**src/rtl/irqc_pkg.sv**
```systemverilog
package irqc_pkg;
  localparam int SRC_N = 4;
  localparam int VEC_W = $clog2(SRC_N);

  typedef struct packed {
    logic take;    // move the presented level from pending to in-service
    logic retire;  // drop the highest in-service level
  } ctrlStrobes_t;
endpackage

```
**src/rtl/irqc_prienc.sv**
```systemverilog
module irqc_prienc #(
  parameter int WIDTH = 4,
  localparam int IDX_W = $clog2(WIDTH)
) (
  input  logic [WIDTH-1:0] vecIn,
  output logic             anySet,
  output logic [IDX_W-1:0] topIdx
);
  always_comb begin
    anySet = 1'b0;
    topIdx = '0;
    for (int i = 0; i < WIDTH; i++) begin
      if (vecIn[i]) begin
        anySet = 1'b1;
        topIdx = IDX_W'(i);
      end
    end
  end
endmodule

```
**src/rtl/irqc_datapath.sv**
```systemverilog
module irqc_datapath
  import irqc_pkg::*;
#(
  parameter int SRC_W = SRC_N,
  localparam int IDX_W = $clog2(SRC_W)
) (
  input  logic             clk,
  input  logic             rstN,
  input  logic [SRC_W-1:0] srcReq,
  input  ctrlStrobes_t     strb,
  input  logic [IDX_W-1:0] grantIdx,
  output logic [SRC_W-1:0] pendingVec,
  output logic [SRC_W-1:0] inServiceVec
);
  logic [SRC_W-1:0] srcPrev;
  logic [SRC_W-1:0] riseVec;
  logic [SRC_W-1:0] takeMask;
  logic [SRC_W-1:0] retireMask;
  logic             svcAny;
  logic [IDX_W-1:0] svcTop;

  assign riseVec = srcReq & ~srcPrev;

  irqc_prienc #(.WIDTH(SRC_W)) u_svcEnc (
    .vecIn (inServiceVec),
    .anySet(svcAny),
    .topIdx(svcTop)
  );

  genvar g;
  generate
    for (g = 0; g < SRC_W; g++) begin : gMask
      assign takeMask[g]   = strb.take && (grantIdx == IDX_W'(g));
      assign retireMask[g] = strb.retire && svcAny && (svcTop == IDX_W'(g));
    end
  endgenerate

  always_ff @(posedge clk) begin
    if (!rstN) begin
      srcPrev      <= '0;
      pendingVec   <= '0;
      inServiceVec <= '0;
    end else begin
      srcPrev      <= srcReq;
      pendingVec   <= (pendingVec & ~takeMask) | riseVec;
      inServiceVec <= (inServiceVec & ~retireMask) | takeMask;
    end
  end
endmodule

```
**src/rtl/irqc_control.sv**
```systemverilog
module irqc_control
  import irqc_pkg::*;
#(
  parameter int SRC_W = SRC_N,
  localparam int IDX_W = $clog2(SRC_W)
) (
  input  logic [SRC_W-1:0] pendingVec,
  input  logic [SRC_W-1:0] inServiceVec,
  input  logic             nestMode,
  input  logic             intAck,
  input  logic             handlerDone,
  output ctrlStrobes_t     strb,
  output logic [IDX_W-1:0] grantIdx,
  output logic             intReq,
  output logic [IDX_W-1:0] intVec
);
  logic             pendAny;
  logic [IDX_W-1:0] pendTop;
  logic             svcAny;
  logic [IDX_W-1:0] svcTop;
  logic             allowed;

  irqc_prienc #(.WIDTH(SRC_W)) u_pendEnc (
    .vecIn (pendingVec),
    .anySet(pendAny),
    .topIdx(pendTop)
  );

  irqc_prienc #(.WIDTH(SRC_W)) u_svcEnc (
    .vecIn (inServiceVec),
    .anySet(svcAny),
    .topIdx(svcTop)
  );

  always_comb begin
    if (nestMode) allowed = !svcAny || (pendTop > svcTop);
    else          allowed = !svcAny;
    intReq      = pendAny && allowed;
    intVec      = pendTop;
    grantIdx    = pendTop;
    strb.take   = intReq && intAck;
    strb.retire = handlerDone && svcAny;
  end
endmodule

```
**src/rtl/prio_irq_ctrl.sv**
```systemverilog
module prio_irq_ctrl
  import irqc_pkg::*;
#(
  parameter int SRC_W = SRC_N,
  localparam int IDX_W = $clog2(SRC_W)
) (
  input  logic             clk,
  input  logic             rstN,
  input  logic [SRC_W-1:0] srcReq,
  input  logic             nestMode,
  input  logic             intAck,
  input  logic             handlerDone,
  output logic             intReq,
  output logic [IDX_W-1:0] intVec
);
  ctrlStrobes_t     strb;
  logic [IDX_W-1:0] grantIdx;
  logic [SRC_W-1:0] pendingVec;
  logic [SRC_W-1:0] inServiceVec;

  irqc_datapath #(.SRC_W(SRC_W)) u_dp (
    .clk         (clk),
    .rstN        (rstN),
    .srcReq      (srcReq),
    .strb        (strb),
    .grantIdx    (grantIdx),
    .pendingVec  (pendingVec),
    .inServiceVec(inServiceVec)
  );

  irqc_control #(.SRC_W(SRC_W)) u_ctl (
    .pendingVec  (pendingVec),
    .inServiceVec(inServiceVec),
    .nestMode    (nestMode),
    .intAck      (intAck),
    .handlerDone (handlerDone),
    .strb        (strb),
    .grantIdx    (grantIdx),
    .intReq      (intReq),
    .intVec      (intVec)
  );
endmodule

```
**config.mk**
```make
export PLATFORM = sky130hd
export DESIGN_NAME = prio_irq_ctrl
export DESIGN_NICKNAME = d
export VERILOG_FILES = /design/src/rtl/irqc_pkg.sv /design/src/rtl/irqc_prienc.sv /design/src/rtl/irqc_datapath.sv /design/src/rtl/irqc_control.sv /design/src/rtl/prio_irq_ctrl.sv
export SDC_FILE = /design/constraint.sdc
export NUM_CORES = 1
export LEC_CHECK = 0
export ABC_AREA = 1
export ABC_CLOCK_PERIOD_IN_PS = 2200
export BUFFER_PORTS_ARGS = -buffer_cell sky130_fd_sc_hd__buf_2
export CAP_MARGIN = 20
export CORE_MARGIN = 2
export CORE_UTILIZATION = 45
export CTS_CLUSTER_DIAMETER = 200
export DETAILED_ROUTE_END_ITERATION = 16
export MAX_ROUTING_LAYER = met4
export PLACE_DENSITY = 0.67
export SLEW_MARGIN = 20
export SYNTH_ARGS = -nofsm -noshare
export SYNTH_HDL_FRONTEND = slang
export SYNTH_SLANG_ARGS = --single-unit
export TNS_END_PERCENT = 5
```
**constraint.sdc**
```tcl
create_clock -name clk -period 2.2 [get_ports clk]
set_input_delay 0.44 -clock clk [delete_from_list [all_inputs] [get_ports clk]]
set_output_delay 0.44 -clock clk [all_outputs]
set_load 0.05 [all_outputs]
```
==> flow_metrics.py <==
metrics = {
    "setup_path": {
        "critical_path_required_ns": 1.76,
        "cp-end-kind": "primary output",
        "arrival_ns": 1.70,
        "reg2reg_setup_slack_ns": 0.73,
        "regToRegEndpoint": "u_dp.pendingVec[2]$_SDFF_PN0_",
        "rr_startpoint": "u_dp.pendingVec[3]$_SDFF_PN0_",
        "crit_type": "register to primary output",
        "path_max_fanout": 5,
        "reg2regPathDepth": 9,
        "critPathLaunchType": "register",
    },
    "yosys": {
        "async_flop_share_pct": 0,
        "synth_cell_types": 19,
        "yosysTopAreaCell": "dfxtp_1",
        "netlist_instances": 82,
        "yosysMostFrequentCell": "nand2_1",
        "yosysSeqAreaShare_pct": 40.5,
        "synth_area_leaders": "dfxtp_1, nand2_1, inv_1",
        "synth_top_area_share_pct": 40.5,
        "synth.avg_cell_area_um2": 7.23,
        "ys_ff_latch": 12,
        "yosys_warnings": 0,
        "synth_edf_count": 0,
        "synthTopCellsByCount": "nand2_1, inv_1, dfxtp_1",
        "synth_area_um2": 593,
        "postSynth.topFlopCell": "dfxtp_1",
        "synth_nets": 93,
    },
    "routing": {
        "drc": 0,
        "first_pass_iters": 2,
        "viasPerCell": 4.60,
        "ant_nets": 0,
        "drtIter0Drc": 2,
        "vias": 515,
        "wl_per_cell_um": 9.95,
        "finalWirelength_mm": 1.11,
    },
    "clocking": {
        "clk_pin_slew_ns": 0.08,
        "clkLatencyLatePin_ns": 0.28,
        "htreeDepth": 1,
        "cts_tree": "built",
        "cts-buffers-inserted": 3,
        "numClockSinks": 12,
        "clock_path_buffers": 2,
        "clockRootBuffer": "clkbuf_4",
    },
    "grt": {
        "use_met3_pct": 3.33,
        "use_met2_pct": 26.6,
        "grt_overflow": 0,
        "grt_max_degree": 12,
        "grt_pass1_wl_mm": 1.70,
        "grt_pass1_vias": 448,
        "grtUsageMet1_pct": 18.5,
        "antenna_found_initial": 0,
        "grt.total_usage_pct": 16.8,
        "top_usage_layer": "met2",
    },
    "power": {
        "switching_share_pct": 32.7,
        "ir_drop_mv": 0.389,
        "p_per_area_nw_per_um2": 795,
        "combinationalPowerShare_pct": 29.4,
        "clock_power_share_pct": 29.6,
        "intPower_w": 0.000404,
        "leakage_nw": 0.409,
        "seqPwrFrac_pct": 41.0,
        "power.switching_w": 0.000196,
    },
    "sta": {
        "period_share_pct": 97.1,
        "fin_worst_skew_ns": 0.00733,
        "max_freq_mhz": 468,
        "relSlewSlack_pct": 83.5,
        "worst_slew_pin_slew_ns": 0.248,
        "hold_viol": 0,
        "slew_violations": 0,
        "setup_viol": 0,
        "setup_tns_ns": 0,
        "worst_slack_ns": 0.0646,
        "fin_crit_ns": 2.14,
        "timing.hold.ws_ns": 0.349,
    },
    "hold_path": {
        "hp-class": "input port to register",
        "hold_end": "u_dp.srcPrev[1]$_SDFF_PN0_",
        "whs_path_depth": 3,
        "min_from": "srcReq[1]",
    },
    "floorplan": {
        "coreArea_um2": 1270,
        "ios": 12,
        "start_util_pct": 46.7,
        "die-area_um2": 1620,
        "die_h_um": 40.3,
        "die_w_um": 40.3,
        "rows": 13,
    },
    "cells_and_area": {
        "drive_gt1_share_pct": 38.1,
        "fillers": 137,
        "design_area_um2": 754,
        "diodes": 0,
        "nNetsFinal": 109,
        "syn_to_final_growth_pct": 27.2,
        "fin_util_pct": 59.5,
    },
    "placed_design": {
        "preCtsSetupSlack_ns": 0.137,
        "dpl_cell_area_um2": 671,
        "portBuffers": 11,
        "place.gp.congestion": 0.788,
        "place_hpwl_um": 799,
    },
    "status": {
        "status": "complete, no violations",
    },
    "job": {
        "cap_violations": 0,
    },
}
[critical path, stage by stage (launching register included)]
cell,delay (ns)
dfxtp_2,0.35
inv_4,0.07
nand2_4,0.07
ha_1,0.32
a21oi_2,0.15
nand2_1,0.07
nand2_2,0.10
and2_4,0.15
buf_8,0.13
[metrics by stage]
| stage | power (W) | cells |
|---|---|---|
| finish | 0.000600 | 112 |
| global placement | 0.000395 | 107 |
| CTS | 0.000585 | 111 |
| floorplan | 0.000368 | 82 |
| global route | 0.000631 | 112 |
| detailed placement | 0.000398 | 107 |
[state kept, by name, summed over array words and instances, names as in the netlist]
signal             cells
u_dp.srcPrev           4
u_dp.inServiceVec      4
u_dp.pendingVec        4
[per-layer routing]
layer,routed length [um],vias up
met5,0,-
met4,33,0
met3,49,4
met2,548,11
met1,482,219
li1,-,281
[logic make-up (layout without fill, tap and decap cells)]
| family | after synthesis | in the layout | synth area share, % |
|---|---|---|---|
| fa+ha+maj | 2 | 2 | 4.22 |
| buf+inv | 19 | 34 | 12.7 |
| flops | 12 | 12 | 40.5 |
| simple gates | 40 | 40 | 34.6 |
| compound gates | 9 | 9 | 8.02 |
[worst max-delay path by stage]
| stage | startpoint | to | slack (ns) | cells after the start |
|---|---|---|---|---|
| final | u_dp.pendingVec[3]$_SDFF_PN0_ | intReq | 0.06 | 8 |
| after global routing | u_dp.pendingVec[2]$_SDFF_PN0_ | intReq | -0.03 | 8 |
| after CTS | u_dp.pendingVec[1]$_SDFF_PN0_ | intReq | 0.002 | 9 |
| after detailed placement | u_dp.pendingVec[1]$_SDFF_PN0_ | intReq | 0.14 | 9 |
| after global placement | u_dp.pendingVec[1]$_SDFF_PN0_ | intReq | 0.19 | 9 |
| after floorplan | u_dp.pendingVec[1]$_SDFF_PN0_ | intReq | 0.04 | 8 |
[area by class of cell]
class	instances	area, um^2	share of cell area [%]
clock buffer	4	36.3	4.81
inverter	18	70.1	9.29
multi-input combinational	51	310	41.1
sequential	12	246	32.7
tap	15	18.8	2.49
timing repair buffer	12	72.6	9.62
[repair_timing]
action / CTS / global route
setup buffers: 0 / 1
pin swaps: 0 / 3
setup endpoints to repair: 1 / 1
resized for setup: 5 / 9
hold buffers: 0 / 0
[cells in the final DEF, fill, tap and decap left out, drive strengths merged]
cell	n
buf	12
nand2	24
o21bai	1
inv	18
or2	4
clkbuf	4
nand4	3
a21oi	4
dfxtp	12
o21ai	4
nor2	5
ha	2
and2	1
nand3	3
[power by group through the flow]
stage	registers [W]	logic, W	clock network [W]
6_report	0.000246	0.000177	0.000178
4_1_cts	0.000245	0.000160	0.000180
3_3_place_gp	0.000249	0.000147	0
3_5_place_dp	0.000250	0.000148	0
5_1_grt	0.000248	0.000196	0.000187
2_1_floorplan	0.000247	0.000121	0
Note: power is estimated with default switching activity, not from simulation.
